**config.mk**
```make
export PLATFORM = sky130hd
export DESIGN_NAME = adcb_ladder_decoder
export DESIGN_NICKNAME = d
export VERILOG_FILES = /design/src/rtl/adcb_pkg.sv /design/src/rtl/adcb_window.sv /design/src/rtl/adcb_classifier.sv /design/src/rtl/adcb_run_tracker.sv /design/src/rtl/adcb_ladder_decoder.sv
export SDC_FILE = /design/constraint.sdc
export NUM_CORES = 1
export LEC_CHECK = 0
export CORE_MARGIN = 5
export CORE_UTILIZATION = 44
export CTS_CLUSTER_SIZE = 28
export DETAILED_ROUTE_END_ITERATION = 10
export PLACE_DENSITY = 0.71
export SKIP_LAST_GASP = 1
export SYNTH_ARGS = -nofsm -noshare
export SYNTH_HDL_FRONTEND = slang
export SYNTH_SLANG_ARGS = --single-unit
```
**constraint.sdc**
```tcl
create_clock -name clk -period 4.77 [get_ports clk]
set_input_delay 1.1925 -clock clk [delete_from_list [all_inputs] [get_ports clk]]
set_output_delay 1.1925 -clock clk [all_outputs]
set_load 0.1 [all_outputs]
```
**src/rtl/adcb_pkg.sv**
```systemverilog
package adcb_pkg;

    localparam int BTN_IDX_W = 4;
    localparam int MAX_BTN   = (1 << BTN_IDX_W) - 1;

    typedef enum logic [1:0] {
        K_NONE = 2'd0,
        K_BTN  = 2'd1,
        K_UNK  = 2'd2
    } cls_kind_e;

    typedef struct packed {
        cls_kind_e             kind;
        logic [BTN_IDX_W-1:0]  idx;
    } cls_t;

    localparam cls_t CLS_IDLE = '{kind: K_NONE, idx: '0};
    localparam cls_t CLS_UNK  = '{kind: K_UNK,  idx: '0};

    function automatic int win_center(input int base, input int step, input int n);
        return base + n * step;
    endfunction

    function automatic int win_low(input int center, input int half);
        return center - half;
    endfunction

    function automatic int win_high(input int center, input int half);
        return center + half;
    endfunction

    function automatic logic cls_match(input cls_t a, input cls_t b);
        return (a.kind == b.kind) && (a.idx == b.idx);
    endfunction

endpackage

```
**src/rtl/adcb_window.sv**
```systemverilog
module adcb_window #(
    parameter int SAMPLE_W = 12,
    parameter int CENTER   = 1000,
    parameter int HALF     = 50
) (
    input  logic [SAMPLE_W-1:0] code,
    output logic                hit
);
    localparam int LO = adcb_pkg::win_low(CENTER, HALF);
    localparam int HI = adcb_pkg::win_high(CENTER, HALF);

    int code_i;

    always_comb begin
        code_i = int'(code);
        hit    = (code_i >= LO) && (code_i <= HI);
    end
endmodule

```
**src/rtl/adcb_classifier.sv**
```systemverilog
module adcb_classifier
    import adcb_pkg::*;
#(
    parameter int SAMPLE_W = 12,
    parameter int NUM_BTN  = 3,
    parameter int BASE     = 1000,
    parameter int STEP     = 1000,
    parameter int HALF     = 50,
    parameter int IDLE_MIN = 3900
) (
    input  logic [SAMPLE_W-1:0] code,
    output logic [NUM_BTN-1:0]  hits,
    output cls_t                cls
);
    logic idle;

    for (genvar g = 0; g < NUM_BTN; g++) begin : g_win
        adcb_window #(
            .SAMPLE_W (SAMPLE_W),
            .CENTER   (win_center(BASE, STEP, g)),
            .HALF     (HALF)
        ) u_win (
            .code (code),
            .hit  (hits[g])
        );
    end

    assign idle = (int'(code) >= IDLE_MIN);

    always_comb begin
        cls = CLS_UNK;
        if (idle) begin
            cls = CLS_IDLE;
        end
        for (int i = 0; i < NUM_BTN; i++) begin
            if (hits[i]) begin
                cls.kind = K_BTN;
                cls.idx  = BTN_IDX_W'(i + 1);
            end
        end
    end
endmodule

```
**src/rtl/adcb_run_tracker.sv**
```systemverilog
module adcb_run_tracker
    import adcb_pkg::*;
#(
    parameter int CONFIRM = 5
) (
    input  logic                 clk,
    input  logic                 rst,
    input  logic                 strobe,
    input  cls_t                 cls,
    output logic                 valid_o,
    output logic                 press_o,
    output logic [BTN_IDX_W-1:0] idx_o
);
    localparam int              CNT_W = $clog2(CONFIRM + 1);
    localparam logic [CNT_W-1:0] FULL = CNT_W'(CONFIRM);
    localparam logic [CNT_W-1:0] ONE  = CNT_W'(1);

    cls_t             last_q;
    logic [CNT_W-1:0] cnt_q;
    logic [CNT_W-1:0] cnt_d;
    logic             same;
    logic             reached;
    logic             was_full;

    always_comb begin
        same     = cls_match(cls, last_q);
        was_full = same && (cnt_q == FULL);
        if (!same) begin
            cnt_d = (cls.kind == K_BTN) ? ONE : '0;
        end else if ((cls.kind == K_BTN) && (cnt_q != FULL)) begin
            cnt_d = cnt_q + ONE;
        end else begin
            cnt_d = cnt_q;
        end
        reached = (cls.kind == K_BTN) && (cnt_d == FULL);
    end

    always_ff @(posedge clk) begin
        if (rst) begin
            last_q  <= CLS_IDLE;
            cnt_q   <= '0;
            valid_o <= 1'b0;
            press_o <= 1'b0;
            idx_o   <= '0;
        end else begin
            press_o <= 1'b0;
            if (strobe) begin
                last_q  <= cls;
                cnt_q   <= cnt_d;
                valid_o <= reached;
                press_o <= reached && !was_full;
                idx_o   <= reached ? cls.idx : '0;
            end
        end
    end

    // reset leaves every output quiet
    p_reset_quiet_r1: assert property (@(posedge clk)
        rst |=> (!valid_o && !press_o && (idx_o == '0)));

    // an event is always accompanied by a held valid
    p_press_with_valid_r4: assert property (@(posedge clk) disable iff (rst)
        press_o |-> (valid_o && (idx_o != '0)));

    // event never lasts two clocks
    p_single_pulse_r6: assert property (@(posedge clk) disable iff (rst)
        press_o |=> !press_o);

    // run count never exceeds the confirm threshold
    p_cnt_cap_r6: assert property (@(posedge clk) disable iff (rst)
        cnt_q <= FULL);

    // idle or unknown samples end any valid state
    p_nonbutton_clears_r5: assert property (@(posedge clk) disable iff (rst)
        (strobe && (cls.kind != K_BTN)) |=> (!valid_o && !press_o));

    // quiet cycles leave the reported state alone
    p_hold_no_strobe_r8: assert property (@(posedge clk) disable iff (rst)
        !strobe |=> ($stable(valid_o) && $stable(idx_o) && !press_o));
endmodule

```
**src/rtl/adcb_ladder_decoder.sv**
```systemverilog
module adcb_ladder_decoder
    import adcb_pkg::*;
#(
    parameter int SAMPLE_W = 12,
    parameter int NUM_BTN  = 3,
    parameter int BASE     = 1000,
    parameter int STEP     = 1000,
    parameter int HALF     = 50,
    parameter int IDLE_MIN = 3900,
    parameter int CONFIRM  = 5
) (
    input  logic                 clk,
    input  logic                 rst,
    input  logic                 smp_valid,
    input  logic [SAMPLE_W-1:0]  smp_code,
    output logic [BTN_IDX_W-1:0] btn_idx,
    output logic                 btn_valid,
    output logic                 btn_press
);
    localparam int FULL_SCALE = (1 << SAMPLE_W) - 1;
    localparam int TOP_HIGH   = win_high(win_center(BASE, STEP, NUM_BTN - 1), HALF);
    localparam int BOT_LOW    = win_low(BASE, HALF);

    if (NUM_BTN < 1 || NUM_BTN > MAX_BTN) begin : g_bad_count
        $error("button count out of range");
    end
    if (STEP <= 2 * HALF) begin : g_bad_overlap
        $error("adjacent windows overlap");
    end
    if (BOT_LOW < 0) begin : g_bad_low
        $error("lowest window below zero");
    end
    if (TOP_HIGH >= IDLE_MIN) begin : g_bad_idle
        $error("highest window reaches idle region");
    end
    if (IDLE_MIN > FULL_SCALE) begin : g_bad_scale
        $error("idle threshold beyond full scale");
    end
    if (CONFIRM < 2) begin : g_bad_confirm
        $error("confirm count must be at least two");
    end

    logic [NUM_BTN-1:0] hits;
    cls_t               cls;

    adcb_classifier #(
        .SAMPLE_W (SAMPLE_W),
        .NUM_BTN  (NUM_BTN),
        .BASE     (BASE),
        .STEP     (STEP),
        .HALF     (HALF),
        .IDLE_MIN (IDLE_MIN)
    ) u_cls (
        .code (smp_code),
        .hits (hits),
        .cls  (cls)
    );

    adcb_run_tracker #(
        .CONFIRM (CONFIRM)
    ) u_run (
        .clk     (clk),
        .rst     (rst),
        .strobe  (smp_valid),
        .cls     (cls),
        .valid_o (btn_valid),
        .press_o (btn_press),
        .idx_o   (btn_idx)
    );

    // a strobed code never matches two windows
    p_windows_exclusive_r2: assert property (@(posedge clk) disable iff (rst)
        smp_valid |-> $onehot0(hits));

    // a button class always carries an in-range number
    p_idx_range_r2: assert property (@(posedge clk) disable iff (rst)
        (smp_valid && (cls.kind == K_BTN)) |-> ((cls.idx >= 1) && (int'(cls.idx) <= NUM_BTN)));
endmodule

```
==> impl_results.md <==
- Outcome: finished clean
- Cts repair resizes: 0
- CTS tree: yes
- CTS Hold Buffers Added: 0
- CP Capture Point: u_run.cnt_q[1]$_SDFFE_PP0P_
- Synth Area in Compound Gates: 0.389
- Area Overhead vs Synth: 21.7%
- Async set or reset register ratio after synthesis: 0
- DRC violations left: 0
- Distinct cells, synth: between 50 and 60
- Slew Limit Fails: 0
- H-Tree Depth: 1
- Max-cap viol count: 0
- Die Wd: 57.2 um
- Post-synthesis mux area share: 0.0217
- Main combinational cell family by area after synthesis: compound AO/OA/AOI/OAI gates
- Pwr/cell area: a little under 200 nW/um^2
- Vias after detailed routing: 1,014
- Routed Antenna Nets: 0
- Placeable core area: 2170 um^2
- Mapped cell area: approximately 980 um^2
- CP required: about 5000 ps
- Synth Register Bits: 11
- Least-Margin Pin Slew: slightly below 1000 ps
- RSZ-0062 raised after global routing: false
- Adder-Cell Fraction of Synth Area: 0.0256
- 1st-pass router iterations: 4
- Synthesized area per cell: roughly 8.4 um^2
- Gate Count Post-Synth: 117
- Vias in the first global route: 938
- Critical path type: in2reg
- Via density: 6.22
- Cell area after layout: about 1200 um^2
- Drt first-iter violations: 33
- Worst Hold Class: reg2reg
- CP Max Fanout: 7
- Layout cells sized above 1: 0.133
- Final period util: 0.768
- Final WL: between 2000 and 3000 um
- Post-synth EDFFs: 0
- Clock sink count: 11
- Initial core utilization: 0.451
- Rows: 17
- Fraction of synthesized cell area in xor and xnor cells: 0.0179
- Clk buf depth: 2
- Clock power share: 0.276
- Critical path capture point type: flip-flop
- Num CTS Buffers: 3
- Design Power: 232 uW
- RePlAce Congestion: 0.881
- Gr usage total: 0.164
- Antenna Diode Count: 0
- # nets final: 153
- Hold path startpoint: u_run.valid_o$_SDFFE_PP0P_
- Crit path DAT: 3850 ps
- Filler cells: roughly 220
- Clock skew: 6.43 ps
- Placed cell areas: 1160 um^2
- R2r endpoint: u_run.cnt_q[2]$_SDFFE_PP0P_
- Path depth of the worst reg2reg path: 5
- CP Depth: 8
- Area of the multi-input gates: approximately 710 um^2
- Final setup vio count: 0
- Largest net degree at the start of global routing: 16
- Critical path's most frequent cell: nand3_1
- FF+latch area: 220 um^2
- Post-DP HPWL: 1960 um
- Critical path's slowest cell: clkdlybuf4s50_1
- Postcts setup bufs: 0
- Logic pwr share: 0.297
- Post-synthesis simple-gate area fraction: 0.260
- Sequential power share: 0.426
- Total die area: 3270 um^2
- Max IR drop VDD: 0.150 mV
- Initial antenna violation count: 0
- Sw power: 78.1 uW
- Fin crit period: roughly 3700 ps
- Top_reg_cell synth: dfxtp_1
- Port Buf Inserts: 18
- Final setup TNS: 0 ps
- Ys Warns: 0
- Switching power as a share of total power: 0.337
- First-pass GRT wire length: 4350 um
- Worst-skew pair later-pin latency: about 280 ps
- Routed wire per std cell: 15.6 um
- CP cell instances: clkdlybuf4s50_1 -> nand3_1 -> a2111oi_1 -> o21ai_0 -> nand3_1 -> nand3_1 -> mux2_1 -> a211oi_1
- Slew HR: 0.339
- Overflow after GRT: 0
- IO Count: 21
- Clock Pin Slew Worst Setup and Hold Paths: 70 ps
- Crit path launch type: primary input
- Slowest stage delay, CP: 600 ps
- Worst hold margin: 467 ps
- Leak: 0.000378 uW
- Critical R2R Launch: u_run.last_q[1]$_SDFFE_PP0P_
- R2R setup slack: 2710 ps
- Sequential fraction of the synthesis area: 0.225
- Delay-heaviest family, CP: compound AO/OA/AOI/OAI gates
- Crit path from: smp_code[9]
- Clk root buf: clkbuf_4
- Fmax: 273 MHz
- Worst Path Buf+Inv: 1
- Die Y: 57.2 um
- Pint: 154 uW
- Final Hold Viols: 0
[registers in the layout, summed over array words and instances (netlist names)]
signal	flops
u_run.idx_o	2
u_run.press_o	1
u_run.cnt_q	3
u_run.last_q	4
u_run.valid_o	1
[synth_stat cells, types with 3 or more instances]
cell type / instances / area, um^2
o21ai_0: 7 / 35.0
dfxtp_1: 11 / 220
nand4_1: 5 / 31.3
nor2_1: 8 / 30.0
nand3_1: 4 / 20.0
inv_1: 6 / 22.5
a21oi_1: 10 / 50.1
nand2b_1: 3 / 18.8
nand2_1: 7 / 26.3
nor3_1: 3 / 15.0
o31ai_1: 3 / 22.5
[cells by family after synthesis]
logic type | count (synthesis)
adders and majority gates | 2
muxes | 2
xor gates and xnor gates | 2
DFF | 11
and+or+nand+nor | 42
AOI/OAI and AO/OA | 46
other | 1
buffers and inverters | 11
[routing by layer]
layer / vias up / GRT usage / share of wire
met1: 484 / 0.196 / 0.40
met3: 7 / 0.0271 / 0.059
met5: - / 0 / 0
li1: 493 / - / -
met4: 0 / 0.0795 / 0.024
met2: 30 / 0.282 / 0.52
[layout by cell type, fill, tap and decap left out, types with 3 or more instances in the layout]
cell             Yosys  routed
nand2b_1             3       3
o21ai_0              7       7
nand2_1              7       7
nor3_1               3       3
clkdlybuf4s50_1      0      18
dfxtp_1             11      11
nand4_1              5       5
nor2_1               8       8
o31ai_1              3       3
clkbuf_4             0       3
nand3_1              4       4
a21oi_1             10      10
inv_1                6       6
[cell type report]
type                    count  area share
repair buffers             18       0.151
well taps                  28      0.0294
clock buffers               3      0.0189
inverters                   6      0.0189
flip-flops and latches     11       0.185
multi-input cells          96       0.592
clock inverters             1     0.00420
[metrics by stage]
stage                     utilization  setup slack, ps  cells
after floorplan                     -             1530    118
after global placement          0.536              893    159
after detailed placement        0.536              817    159
after CTS                       0.549             1090    163
after global routing            0.549              881    163
final                           0.549             1100    163
[power groups by stage]
stage | registers, uW | clock network, uW | logic, uW
floorplan | 99.8 | 0 | 46.2
global placement | 101 | 0 | 67.5
detailed placement | 101 | 0 | 68.4
CTS | 98.8 | 66.3 | 68.9
global route | 99.3 | 72.2 | 75.1
finish | 98.9 | 64.2 | 69.0
[tightest hold or removal path, delay by kind of cell (launching register included)]
kind / cells / cell delay [ps]
flip-flops: 1 / 320
AO/OA/AOI/OAI: 1 / 60
AND/OR/NAND/NOR: 1 / 50
[worst min-delay path by stage]
stage,cells after the start,slack (ps),endpoint
6_report,2,470,u_run.valid_o$_SDFFE_PP0P_
3_5_place_dp,2,450,u_run.valid_o$_SDFFE_PP0P_
4_1_cts,2,470,u_run.valid_o$_SDFFE_PP0P_
5_1_grt,2,490,u_run.idx_o[1]$_SDFFE_PP0P_
3_3_place_gp,2,450,u_run.valid_o$_SDFFE_PP0P_
2_1_floorplan,2,490,u_run.last_q[4]$_SDFFE_PP0P_
Note: power is estimated with default switching activity, not from simulation.
